--- src/rtl/i2c_am_pkg.sv ---
package i2c_am_pkg;
  localparam int ADDR_W = 10;
  localparam int BYTE_W = 8;
  localparam logic [4:0] TEN_PREFIX = 5'b11110;

  typedef struct packed {
    logic              ten_bit;
    logic              gc_en;
    logic [ADDR_W-1:0] addr;
  } slot_t;

  typedef enum logic [2:0] {
    ST_IDLE, ST_ADR1, ST_ACK1, ST_ADR2, ST_ACKF, ST_HOLD, ST_SKIP
  } mst_t;
endpackage

--- src/rtl/i2c_am_slots.sv ---
module i2c_am_slots
  import i2c_am_pkg::*;
#(
  parameter int NSLOTS = 4,
  localparam int IDX_W = (NSLOTS > 1) ? $clog2(NSLOTS) : 1
) (
  input  logic             clk,
  input  logic             rst_n,
  input  logic             we,
  input  logic [IDX_W-1:0] sel,
  input  slot_t            wdata,
  output slot_t            slots [NSLOTS]
);
  for (genvar g = 0; g < NSLOTS; g++) begin : g_slot
    slot_t slot_q;
    always_ff @(posedge clk or negedge rst_n) begin
      if (!rst_n) slot_q <= '0;
      else if (we && (sel == IDX_W'(g))) slot_q <= wdata;
    end
    assign slots[g] = slot_q;
  end
endmodule

--- src/rtl/i2c_am_cmp.sv ---
module i2c_am_cmp
  import i2c_am_pkg::*;
(
  input  slot_t             slot,
  input  logic [BYTE_W-1:0] rx_byte,
  output logic              gc_hit,
  output logic              hit7,
  output logic              hi10,
  output logic              lo10
);
  logic live, ten_hdr, zero7;

  assign live    = |slot;
  assign ten_hdr = (rx_byte[7:3] == TEN_PREFIX);
  assign zero7   = (rx_byte[7:1] == 7'd0);

  assign gc_hit = live && slot.gc_en && (rx_byte == '0);
  assign hit7   = live && !slot.ten_bit && !zero7 && !ten_hdr &&
                  (slot.addr[7:1] == rx_byte[7:1]);
  assign hi10   = live && slot.ten_bit && ten_hdr &&
                  (slot.addr[9:8] == rx_byte[2:1]);
  assign lo10   = live && slot.ten_bit && (slot.addr[7:0] == rx_byte);
endmodule

--- src/rtl/i2c_am_prio.sv ---
module i2c_am_prio #(
  parameter int NSLOTS = 4,
  localparam int IDX_W = (NSLOTS > 1) ? $clog2(NSLOTS) : 1
) (
  input  logic [NSLOTS-1:0] vec,
  output logic              any,
  output logic [IDX_W-1:0]  idx
);
  always_comb begin
    idx = '0;
    for (int i = NSLOTS - 1; i >= 0; i--) begin
      if (vec[i]) idx = IDX_W'(i);
    end
  end
  assign any = |vec;
endmodule

--- src/rtl/i2c_addr_matcher.sv ---
module i2c_addr_matcher
  import i2c_am_pkg::*;
#(
  parameter int NSLOTS = 4,
  localparam int IDX_W = (NSLOTS > 1) ? $clog2(NSLOTS) : 1,
  localparam int CNT_W = $clog2(BYTE_W)
) (
  input  logic              clk,
  input  logic              rst_n,
  input  logic              slave_en,
  input  logic              bit_vld,
  input  logic              bit_val,
  input  logic              start_det,
  input  logic              stop_det,
  input  logic              cfg_we,
  input  logic [IDX_W-1:0]  cfg_sel,
  input  logic              cfg_mode,
  input  logic              cfg_gc_en,
  input  logic [ADDR_W-1:0] cfg_addr,
  output logic              ack_req,
  output logic              addr_hit,
  output logic [IDX_W-1:0]  match_idx,
  output logic              gen_call,
  output logic              rw_dir
);
  slot_t slots [NSLOTS];
  slot_t wdata;

  mst_t              st_q;
  logic [CNT_W-1:0]  cnt_q;
  logic [BYTE_W-2:0] sh_q;
  logic [NSLOTS-1:0] pend_q;
  logic              rw_pend_q;

  logic [BYTE_W-1:0] byte_now;
  logic              last_bit, is_gc, is_ten;
  logic [NSLOTS-1:0] gc_vec, hit7_vec, hi10_vec, lo10_vec;
  logic [NSLOTS-1:0] pick_vec;
  logic              pick_any;
  logic [IDX_W-1:0]  pick_idx;

  assign wdata = '{ten_bit: cfg_mode, gc_en: cfg_gc_en, addr: cfg_addr};

  i2c_am_slots #(.NSLOTS(NSLOTS)) u_slots (
    .clk(clk), .rst_n(rst_n), .we(cfg_we), .sel(cfg_sel),
    .wdata(wdata), .slots(slots)
  );

  assign byte_now = {sh_q, bit_val};
  assign last_bit = (cnt_q == CNT_W'(BYTE_W - 1));
  assign is_gc    = (byte_now == '0);
  assign is_ten   = (byte_now[7:3] == TEN_PREFIX);

  for (genvar g = 0; g < NSLOTS; g++) begin : g_cmp
    i2c_am_cmp u_cmp (
      .slot(slots[g]), .rx_byte(byte_now),
      .gc_hit(gc_vec[g]), .hit7(hit7_vec[g]),
      .hi10(hi10_vec[g]), .lo10(lo10_vec[g])
    );
  end

  always_comb begin
    if (st_q == ST_ADR2) pick_vec = pend_q & lo10_vec;
    else if (is_gc)      pick_vec = gc_vec;
    else if (is_ten)     pick_vec = hi10_vec;
    else                 pick_vec = hit7_vec;
  end

  i2c_am_prio #(.NSLOTS(NSLOTS)) u_prio (
    .vec(pick_vec), .any(pick_any), .idx(pick_idx)
  );

  always_ff @(posedge clk or negedge rst_n) begin
    if (!rst_n) begin
      st_q      <= ST_IDLE;
      cnt_q     <= '0;
      sh_q      <= '0;
      pend_q    <= '0;
      rw_pend_q <= 1'b0;
      ack_req   <= 1'b0;
      addr_hit  <= 1'b0;
      match_idx <= '0;
      gen_call  <= 1'b0;
      rw_dir    <= 1'b0;
    end else if (!slave_en || start_det || stop_det) begin
      st_q      <= (slave_en && start_det) ? ST_ADR1 : ST_IDLE;
      cnt_q     <= '0;
      pend_q    <= '0;
      ack_req   <= 1'b0;
      addr_hit  <= 1'b0;
      match_idx <= '0;
      gen_call  <= 1'b0;
      rw_dir    <= 1'b0;
    end else if (bit_vld) begin
      unique case (st_q)
        ST_ADR1, ST_ADR2: begin
          sh_q  <= byte_now[BYTE_W-2:0];
          cnt_q <= cnt_q + 1'b1;
          if (last_bit) begin
            if (!pick_any) begin
              st_q <= ST_SKIP;
            end else if (st_q == ST_ADR1 && is_ten) begin
              st_q      <= ST_ACK1;
              pend_q    <= hi10_vec;
              rw_pend_q <= byte_now[0];
              ack_req   <= 1'b1;
            end else begin
              st_q      <= ST_ACKF;
              ack_req   <= 1'b1;
              addr_hit  <= 1'b1;
              match_idx <= pick_idx;
              gen_call  <= (st_q == ST_ADR1) && is_gc;
              rw_dir    <= (st_q == ST_ADR1) ? byte_now[0] : rw_pend_q;
            end
          end
        end
        ST_ACK1: begin
          ack_req <= 1'b0;
          cnt_q   <= '0;
          st_q    <= ST_ADR2;
        end
        ST_ACKF: begin
          ack_req <= 1'b0;
          st_q    <= ST_HOLD;
        end
        default: ;
      endcase
    end
  end
endmodule

--- config.mk ---
export PLATFORM = sky130hd
export DESIGN_NAME = i2c_addr_matcher
export DESIGN_NICKNAME = d
export VERILOG_FILES = /design/src/rtl/i2c_am_pkg.sv /design/src/rtl/i2c_am_slots.sv /design/src/rtl/i2c_am_cmp.sv /design/src/rtl/i2c_am_prio.sv /design/src/rtl/i2c_addr_matcher.sv
export SDC_FILE = /design/constraint.sdc
export NUM_CORES = 1
export LEC_CHECK = 0
export BUFFER_PORTS_ARGS = -buffer_cell sky130_fd_sc_hd__buf_4
export CAP_MARGIN = 20
export CORE_MARGIN = 3
export CORE_UTILIZATION = 54
export CTS_CLUSTER_SIZE = 24
export DETAILED_ROUTE_END_ITERATION = 8
export PLACE_DENSITY = 0.79
export SLEW_MARGIN = 25
export SYNTH_ARGS = -nofsm -noshare
export SYNTH_HDL_FRONTEND = slang
export SYNTH_SLANG_ARGS = --single-unit
--- constraint.sdc ---
create_clock -name clk -period 2.2 [get_ports clk]
set_input_delay 0.11 -clock clk [delete_from_list [all_inputs] [get_ports clk]]
set_output_delay 0.11 -clock clk [all_outputs]
set_load 0.03 [all_outputs]
==> results of run 1 <==
## critical path, cell delays in order (launching register included)
cell and delay [ps]:
dfrtp_1 380, or4_4 550, or2_4 280, o21ai_2 130, a21oi_2 60, a211oi_4 280, nand4b_4 150, and3b_2 290
o221a_1 250
## per-layer routing
metal | GRT usage | routed length, um | vias to the layer above
met5 | 0 | 0 | -
met4 | 0.1374 | 322 | 0
met3 | 0.06425 | 618 | 38
met2 | 0.4534 | 4865 | 135
met1 | 0.3131 | 3825 | 1476
li1 | - | - | 1314
## power groups by stage
stage | registers [mW] | logic (mW) | clock network [mW]
after global placement | 1.70 | 0.713 | 0
after floorplan | 1.65 | 0.496 | 0
final | 1.70 | 0.882 | 1.08
after CTS | 1.69 | 0.827 | 1.10
after global routing | 1.72 | 0.950 | 1.16
after detailed placement | 1.71 | 0.746 | 0
## sequential cells by signal, indices dropped and copies added, names as in the netlist
signal / cells
ack_req: 1
addr_hit: 1
cnt_q: 3
gen_call: 1
match_idx: 2
pend_q: 4
rw_dir: 1
rw_pend_q: 1
sh_q: 7
st_q: 3
u_slots.slots: 48
## cell usage in the layout, fill, tap and decap left out, drive strengths merged, types with 2 or more instances in the layout
cell	n
buf	80
dfrtp	72
mux2	57
xnor2	27
nand2	20
nor4	17
xor2	14
nor2	12
nand3	10
clkbuf	9
nand4	8
o21ai	8
nor3	7
dlygate4sd3	6
a21oi	6
inv	6
mux2i	5
a31oi	5
nand3b	3
o2bb2ai	3
nor3b	3
or4	2
o211ai	2
and3	2
a22o	2
ha	2
or2	2
clkinv	2
## area by class of cell
type	count	area [um2]	area share
Multi-Input combinational cell	228	1937	0.4104
Sequential cell	72	1802	0.3818
Timing Repair Buffer	86	671.9	0.1424
Clock buffer	9	123.9	0.02625
Tap cell	77	96.34	0.02041
Clock inverter	7	77.57	0.01644
Inverter	3	11.26	0.002386
## logic make-up after synthesis
logic type	share of synthesized area
flip-flops	0.4875
multiplexers	0.1872
XOR/XNOR	0.09716
buffers and inverters	0.02572
adder cells (fa/ha/maj)	0.006769
AND/OR/NAND/NOR	0.1381
AO/OA/AOI/OAI	0.05755
## per-stage QoR
stage          hold WS (ps)  utilization  setup slack (ps)  cell area, um2
5_1_grt              0.3343       0.7266            -411.0            4720
3_5_place_dp          295.0       0.6538            -298.1            4247
2_1_floorplan        -185.6            -            -276.3            3704
3_3_place_gp          285.5       0.6538            -221.1            4247
6_report              7.027       0.7266            -300.1            4720
4_1_cts              0.2297       0.7103            -257.9            4613
## final timing paths
| check | from | to | slack [ps] | depth (start not counted) |
|---|---|---|---|---|
| worst max-delay path | sh_q[3] | rw_dir | -300 | 8 |
| worst min-delay path | cfg_addr[2] | u_slots.slots[2] | 7 | 2 |
| worst max register to register | sh_q[3] | rw_dir | -300 | 8 |
| worst min register to register | addr_hit | addr_hit | 490 | 1 |
| max in group asynchronous | rst_n | gen_call | 1200 | 2 |
| min in group asynchronous | rst_n | cnt_q[0] | 400 | 2 |
## what timing repair did
action,4_1_cts,5_1_grt
resized for setup,15,11
hold buffers,6,0
setup buffers,3,6
pin swaps,1,11
endpoints found under the setup margin,13,13
endpoints found under the hold margin,88,0
==> results.cfg, run 1 <==
[run_status]
outcome = complete, but fails checks
violations = setup timing

[routing]
post_drt_wl_per_cell_um = 19.98
drcViolationCount = 0
viasPerCell = 6.147
finalWirelength_um = 9632
first_iter_violations = 276
drtAntennaViolNets = 0
dr.pass1.iters = 4
vias = 2963

[yosys]
yosys_warnings = 0
synth_area_mm2 = 0.003696
synth_top_area_frac = 0.4875
synth_nets = 342
synthDistinctLibCells = 43
synth-edff-count = 0
post-synth-top-area-cell = dfrtp_1
ys_seq_area_frac = 0.4875
async_flop_share = 1.000
synthCells = 318
synthFlopType = dfrtp_1
syn_avg_cell_area_um2 = 11.62
synth_most_common_cell = dfrtp_1
synth_area_leaders = dfrtp_1 49%, mux2_2 17%, xnor2_1 6.4%
synthTopCellsByCount = 72 x dfrtp_1, 57 x mux2_2, 27 x xnor2_1, 20 x nand2_1, 17 x nor4_1
synth-seq-cells = 72

[timing]
worst_slack_ps = -300.1
setup-tns-final_ps = -2563
min_period_ps = 2500
period_share = 1.136
setup_viol = 13
tightest_slew_ps = 899.2
rsz0062_at_grt = yes
slew_headroom = 0.4005
slew_violations = 0
hold_viol_final = 0
finalClockSkew_ps = 10.83
fmax_ghz = 0.4000

[cells_and_area]
final_nets = 424
layout.cells.non_filler = 482
drive_gt1_frac = 0.4444
fillCellCount = 435
synthToLayoutAreaGrowth_pct = 27.69
diodes = 0

[power]
power_density_mw_per_mm2 = 777.5
power_mw = 3.669
p_switching_mw = 1.147
p_leak_nw = 2.088
p_clk_frac = 0.295
switching_share = 0.3127
irDropWorstVdd_mv = 0.5933
power_frac_comb = 0.240
p_int_mw = 2.522
seqPwrFrac = 0.465

[placement]
numPortBuffers = 27
gp_congestion = 0.9322
dp.cells = 451
dp.final_hpwl_um = 6520

[global_routing]
grt_pass1_wl_um = 15570
grt_max_degree = 73
antenna_found_initial = 0
grt_util_all_layers = 0.2670
overflow = 0
grt_pass1_vias = 3143

[floorplanning]
die_x_um = 88.73
die_h_um = 88.73
dieArea_mm2 = 0.007873
pin_count = 28
coreArea_mm2 = 0.006495
initial_core_util = 0.5691
rows = 29

[clock_network]
cts_tree = yes
clk_pin_slew_ps = 90
cts.path.max_buffers = 2
numClockSinks = 72
numCtsBuffers = 9
clock_latency_ps = 370
cts-root-buf = clkbuf_8
htree_levels = 3

[worst_setup_path]
arrival_ps = 2750
cp.required_ps = 2450
cp-start-kind = register
crit_fanout = 6
end_kind = register
path_class = register to register

[job]
drv_cap = 0

[worst_hold_path]
hp-class = input pin to register
(Power assumes the default switching activity.)
==> inputs of run 2 (changes only) <==
CORE_UTILIZATION = 60   (was 54)
PLACE_DENSITY = 0.83   (was 0.79)
clock period = 2.5 ns   (was 2.2 ns; I/O delays follow)
==> results.cfg, run 2 (synthesis results as in run 1) <==
[cells_and_area]
drive_gt1_frac = 0.3736
layout.cells.most_common = dfrtp_1
layout_common_cells = 72 x dfrtp_1, 56 x mux2_2, 45 x buf_4, 27 x xnor2_1, 20 x nand2_1
final_nets = 384
diodes = 0
fillCellCount = 396
largest_reg_flops = 48
synthToLayoutAreaGrowth_pct = 17.33

[routing]
dr.pass1.iters = 4
vias = 2636
viasPerCell = 6.046
drcViolationCount = 0
finalWirelength_um = 8525
first_iter_violations = 135
drtAntennaViolNets = 0
post_drt_wl_per_cell_um = 19.55

[timing]
setup_viol = 1
tightest_slew_ps = 878.2
slew_headroom = 0.4145
hold_viol_final = 0
finalClockSkew_ps = 7.694
period_share = 1.008
rsz0062_at_grt = yes
slew_violations = 0
min_period_ps = 2521
fmax_ghz = 0.3966
timing.hold.ws_ps = 28.70
worst_slack_ps = -21.14

[floorplanning]
initial_core_util = 0.6436
pin_count = 28
die_x_um = 84.49
die_h_um = 84.49
dieArea_mm2 = 0.007138
rows = 27
coreArea_mm2 = 0.005743

[placement]
gp_congestion = 1.034
numPortBuffers = 27
dp.final_hpwl_um = 6226

[global_routing]
grt_pass1_wl_um = 14470
overflow = 0
grt_util_all_layers = 0.2609
grt_pass1_vias = 2897
grt_max_degree = 73
antenna_found_initial = 0

[clock_network]
clk_pin_slew_ps = 80
clock_latency_ps = 350
cts_tree = yes
cts-root-buf = clkbuf_8
numCtsBuffers = 9
cts.path.max_buffers = 2
numClockSinks = 72
htree_levels = 3

[worst_setup_path]
cp-start-kind = register
cp_slowest_cell = nor4_1
crit_family = simple AND/OR/NAND/NOR gates
crit_chain = nor4_1, nand2_1, nor4_1, nor4_1, a211oi_2, nand4b_4, and3b_2, o221a_1
path_buf_inv = 0
arrival_ps = 2760
rrSetupSlack_ps = -20
cpMostUsedCell = nor4_1
crit_fanout = 6
end_kind = register
path_class = register to register
max_stage_delay_ps = 420
cp.required_ps = 2740

[run_status]
outcome = complete, but fails checks
violations = setup timing

[power]
p_leak_nw = 1.873
irDropWorstVdd_mv = 0.8733
power_mw = 3.146
power_density_mw_per_mm2 = 725.4

[job]
drv_cap = 0

[worst_hold_path]
hp-class = input pin to register
run 2: repair_timing:
item | CTS | global route
pin swaps | 0 | 5
endpoints found under the setup margin | 1 | 11
gates resized for setup | 2 | 10
hold buffers | 1 | 0
endpoints found under the hold margin | 72 | 0
buffers inserted | 0 | 1
run 2: per-stage QoR:
step                std cells  setup WS (ps)  area (um2)    util  setup TNS [ps]
CTS                       435          2.724        4279  0.7451               0
floorplan                 318          9.140        3696       -               0
global placement          419          58.36        4038  0.7031               0
detailed placement        419         -20.94        4038  0.7031          -20.94
global route              436         -152.8        4337  0.7551          -931.0
finish                    436         -21.14        4337  0.7551          -21.14
run 2: area by class of cell:
class | instances | area, um2 | area share
Clock buffer | 10 | 137.6 | 0.03174
Clock inverter | 5 | 81.33 | 0.01875
Multi-Input combinational cell | 228 | 1867 | 0.4305
Timing Repair Buffer | 46 | 347.8 | 0.08021
Tap cell | 72 | 90.09 | 0.02077
Inverter | 3 | 11.26 | 0.002597
Sequential cell | 72 | 1802 | 0.4155
run 2: per-layer routing:
| layer | global-route usage | up-vias | share of wire |
|---|---|---|---|
| li1 | - | 1231 | - |
| met1 | 0.3413 | 1320 | 0.44 |
| met2 | 0.4270 | 70 | 0.49 |
| met3 | 0.06281 | 15 | 0.046 |
| met4 | 0.08921 | 0 | 0.015 |
| met5 | 0 | - | 0 |
run 2: final timing paths:
check,startpoint,to,cells after the start
hold reg to reg,addr_hit,addr_hit,1
max in group asynchronous,rst_n,u_slots.slots[34],2
setup reg to reg,u_slots.slots[32],rw_dir,8
setup / recovery,u_slots.slots[32],rw_dir,8
hold / removal,cfg_addr[2],u_slots.slots[26],2
min in group asynchronous,rst_n,cnt_q[0],2
run 2: worst register-to-register path, cell delays in order (launching register included):
cell and delay [ps]:
dfrtp_1 410, nor4_1 420, nand2_1 100, nor4_1 290, nor4_1 130, a211oi_2 350
nand4b_4 160, and3b_2 290, o221a_1 250
run 2: report_power, final:
group / internal (mW) / switching (mW) / leakage (nW) / total (mW)
Combinational: 0.344 / 0.284 / 0.865 / 0.627
Sequential: 1.32 / 0.187 / 0.900 / 1.51
Clock: 0.583 / 0.427 / 0.108 / 1.01
Total: 2.25 / 0.897 / 1.87 / 3.15
==> inputs of run 3 (changes only) <==
PLACE_DENSITY = 0.82   (was 0.83)
SYNTH_HIERARCHICAL = 1   (was default)
==> results.cfg, run 3 <==
[worst_hold_path]
hp-class = input pin to register
hold_depth = 2

[placement]
numPortBuffers = 27
dp_slack_ps = -267.4
dp.final_hpwl_um = 5835
gp_congestion = 0.9218

[routing]
dr.pass1.iters = 6
drtAntennaViolNets = 0
post_drt_wl_per_cell_um = 18.41
first_iter_violations = 192
drcViolationCount = 0
vias = 2909
finalWirelength_um = 8780
viasPerCell = 6.099

[yosys]
synthCells = 329
synth-simple-area-share = 0.1626
synth_xor_area_frac = 0.09088
synthDistinctLibCells = 49
synthFlopType = dfrtp_1
synth_nets = 353
synth_area_leaders = dfrtp_1 47%, mux2_2 14%, xnor2_1 5.5%
ys_seq_area_frac = 0.4674
synth_area_mm2 = 0.003855
synthMuxAreaShare = 0.1866
yosys_warnings = 6
synth_most_common_cell = dfrtp_1
synth_compound_area_frac = 0.06264
synth-seq-cells = 72
synth_top_area_frac = 0.4674
synthTopCellsByCount = 72 x dfrtp_1, 49 x mux2_2, 24 x xnor2_1, 20 x nand2_1, 16 x xor2_1
synth_top_family_by_area = multiplexers
post-synth-top-area-cell = dfrtp_1
synth-edff-count = 0
async_flop_share = 1.000
syn_avg_cell_area_um2 = 11.72
synthAdderAreaFrac = 0.006491

[worst_setup_path]
r2r_cells = 13
end_kind = register
cp-start-kind = register
cp.required_ps = 2710
path_class = register to register
arrival_ps = 2980
crit_fanout = 17

[clock_network]
cts-root-buf = clkbuf_8
cts.path.max_buffers = 2
numClockSinks = 72
clk_pin_slew_ps = 80
numCtsBuffers = 9
cts_tree = yes
htree_levels = 3
clock_latency_ps = 350

[cells_and_area]
synthToLayoutAreaGrowth_pct = 22.46
layout.cells.most_common = dfrtp_1
largest_reg_flops = 48
fillCellCount = 397
diodes = 0
final_core_util = 0.7789
layout_common_cells = 67 x dfrtp_1, 56 x buf_4, 49 x mux2_2, 24 x xnor2_1, 20 x nand2_1
final_nets = 421
drive_gt1_frac = 0.4353

[global_routing]
grtUsageMet2 = 0.3896
grt_pass1_wl_um = 14320
grt_util_all_layers = 0.2492
grt_max_degree = 73
busiest_layer = met2
overflow = 0
gr-usage-met3 = 0.05860
grt_use_met1 = 0.3402
antenna_found_initial = 0
grt_pass1_vias = 2890

[timing]
fmax_ghz = 0.3615
finalClockSkew_ps = 8.063
hold_viol_final = 0
slew_violations = 0
tightest_slew_ps = 874.9
slew_headroom = 0.4167
rsz0062_at_grt = yes
period_share = 1.107
min_period_ps = 2767
worst_slack_ps = -266.6
setup_viol = 12

[job]
drv_cap = 0

[floorplanning]
coreArea_mm2 = 0.006061
initial_core_util = 0.6360
dieArea_mm2 = 0.007423
die_x_um = 86.16
rows = 28
pin_count = 28
die_h_um = 86.16

[power]
irDropWorstVdd_mv = 0.6142
power_density_mw_per_mm2 = 678.2
p_leak_nw = 2.024

[run_status]
violations = setup timing
outcome = complete, but fails checks
[run 3: metal layers]
metal	share of wire	vias up
li1	-	1333
met1	0.44	1439
met2	0.47	106
met3	0.058	31
met4	0.024	0
met5	0	-
[run 3: path summary, 6_finish.rpt]
kind	from	end	slack (ps)
max in group asynchronous	rst_n	sh_q[6]	1450
worst min register to register	u_slots/slots[22]	u_slots/slots[22]	510
worst min-delay path	cfg_addr[8]	u_slots/slots[44]	30
worst max-delay path	sh_q[5]	match_idx[1]	-270
worst max register to register	sh_q[5]	match_idx[1]	-270
min in group asynchronous	rst_n	st_q[2]	440
[run 3: layout make-up]
type | count | area, um2 | share of cell area
Timing Repair Buffer | 67 | 566.8 | 0.1201
Sequential cell | 72 | 1808 | 0.3830
Tap cell | 75 | 93.84 | 0.01988
Multi-Input combinational cell | 243 | 2062 | 0.4368
Clock inverter | 5 | 33.78 | 0.007156
Clock buffer | 11 | 141.4 | 0.02995
Inverter | 4 | 15.01 | 0.003180
[run 3: what timing repair did]
| action | 4_1_cts | 5_1_grt |
|---|---|---|
| setup buffers | 9 | 3 |
| hold endpoints to repair | 73 | 1 |
| gates resized for setup | 7 | 21 |
| endpoints found under the setup margin | 13 | 13 |
| hold buffers | 2 | 1 |
| pin swaps | 6 | 7 |
[run 3: cell families (layout without fill, tap and decap cells)]
logic type / after synthesis / in the layout
multiplexers: 63 / 63
adder cells (fa/ha/maj): 2 / 2
AO/OA/AOI/OAI: 36 / 36
flip-flops: 72 / 72
XOR/XNOR: 40 / 40
AND/OR/NAND/NOR: 102 / 102
buffers and inverters: 14 / 87
[run 3: per-stage QoR]
stage	cell area (um2)	hold WS [ps]	cells	setup TNS, ps	total power [mW]
after floorplan	3866	-170.6	329	-120.0	1.990
after global placement	4313	293.9	446	-1455	2.237
after detailed placement	4313	304.3	446	-2458	2.266
after CTS	4604	3.291	473	-1536	3.134
after global routing	4721	24.03	477	-3840	3.362
final	4721	27.98	477	-2466	3.201
[run 3: where the power goes]
group / total [mW] / switching [mW] / leakage, nW / internal, mW
Clock: 0.827 / 0.442 / 0.0853 / 0.385
Sequential: 1.48 / 0.145 / 0.890 / 1.33
Combinational: 0.898 / 0.422 / 1.05 / 0.475
Total: 3.20 / 1.01 / 2.02 / 2.19
[run 3: worst max-delay path, stage by stage (launching register included)]
cell,delay (ps)
dfrtp_2,450
buf_6,180
nor4_1,250
nand2_1,140
nor3b_1,310
o21ai_0,190
o22ai_2,220
nor2_1,70
nand2_1,80
and3_4,210
o311a_1,170
buf_6,130
mux2i_1,180
nor2_1,50
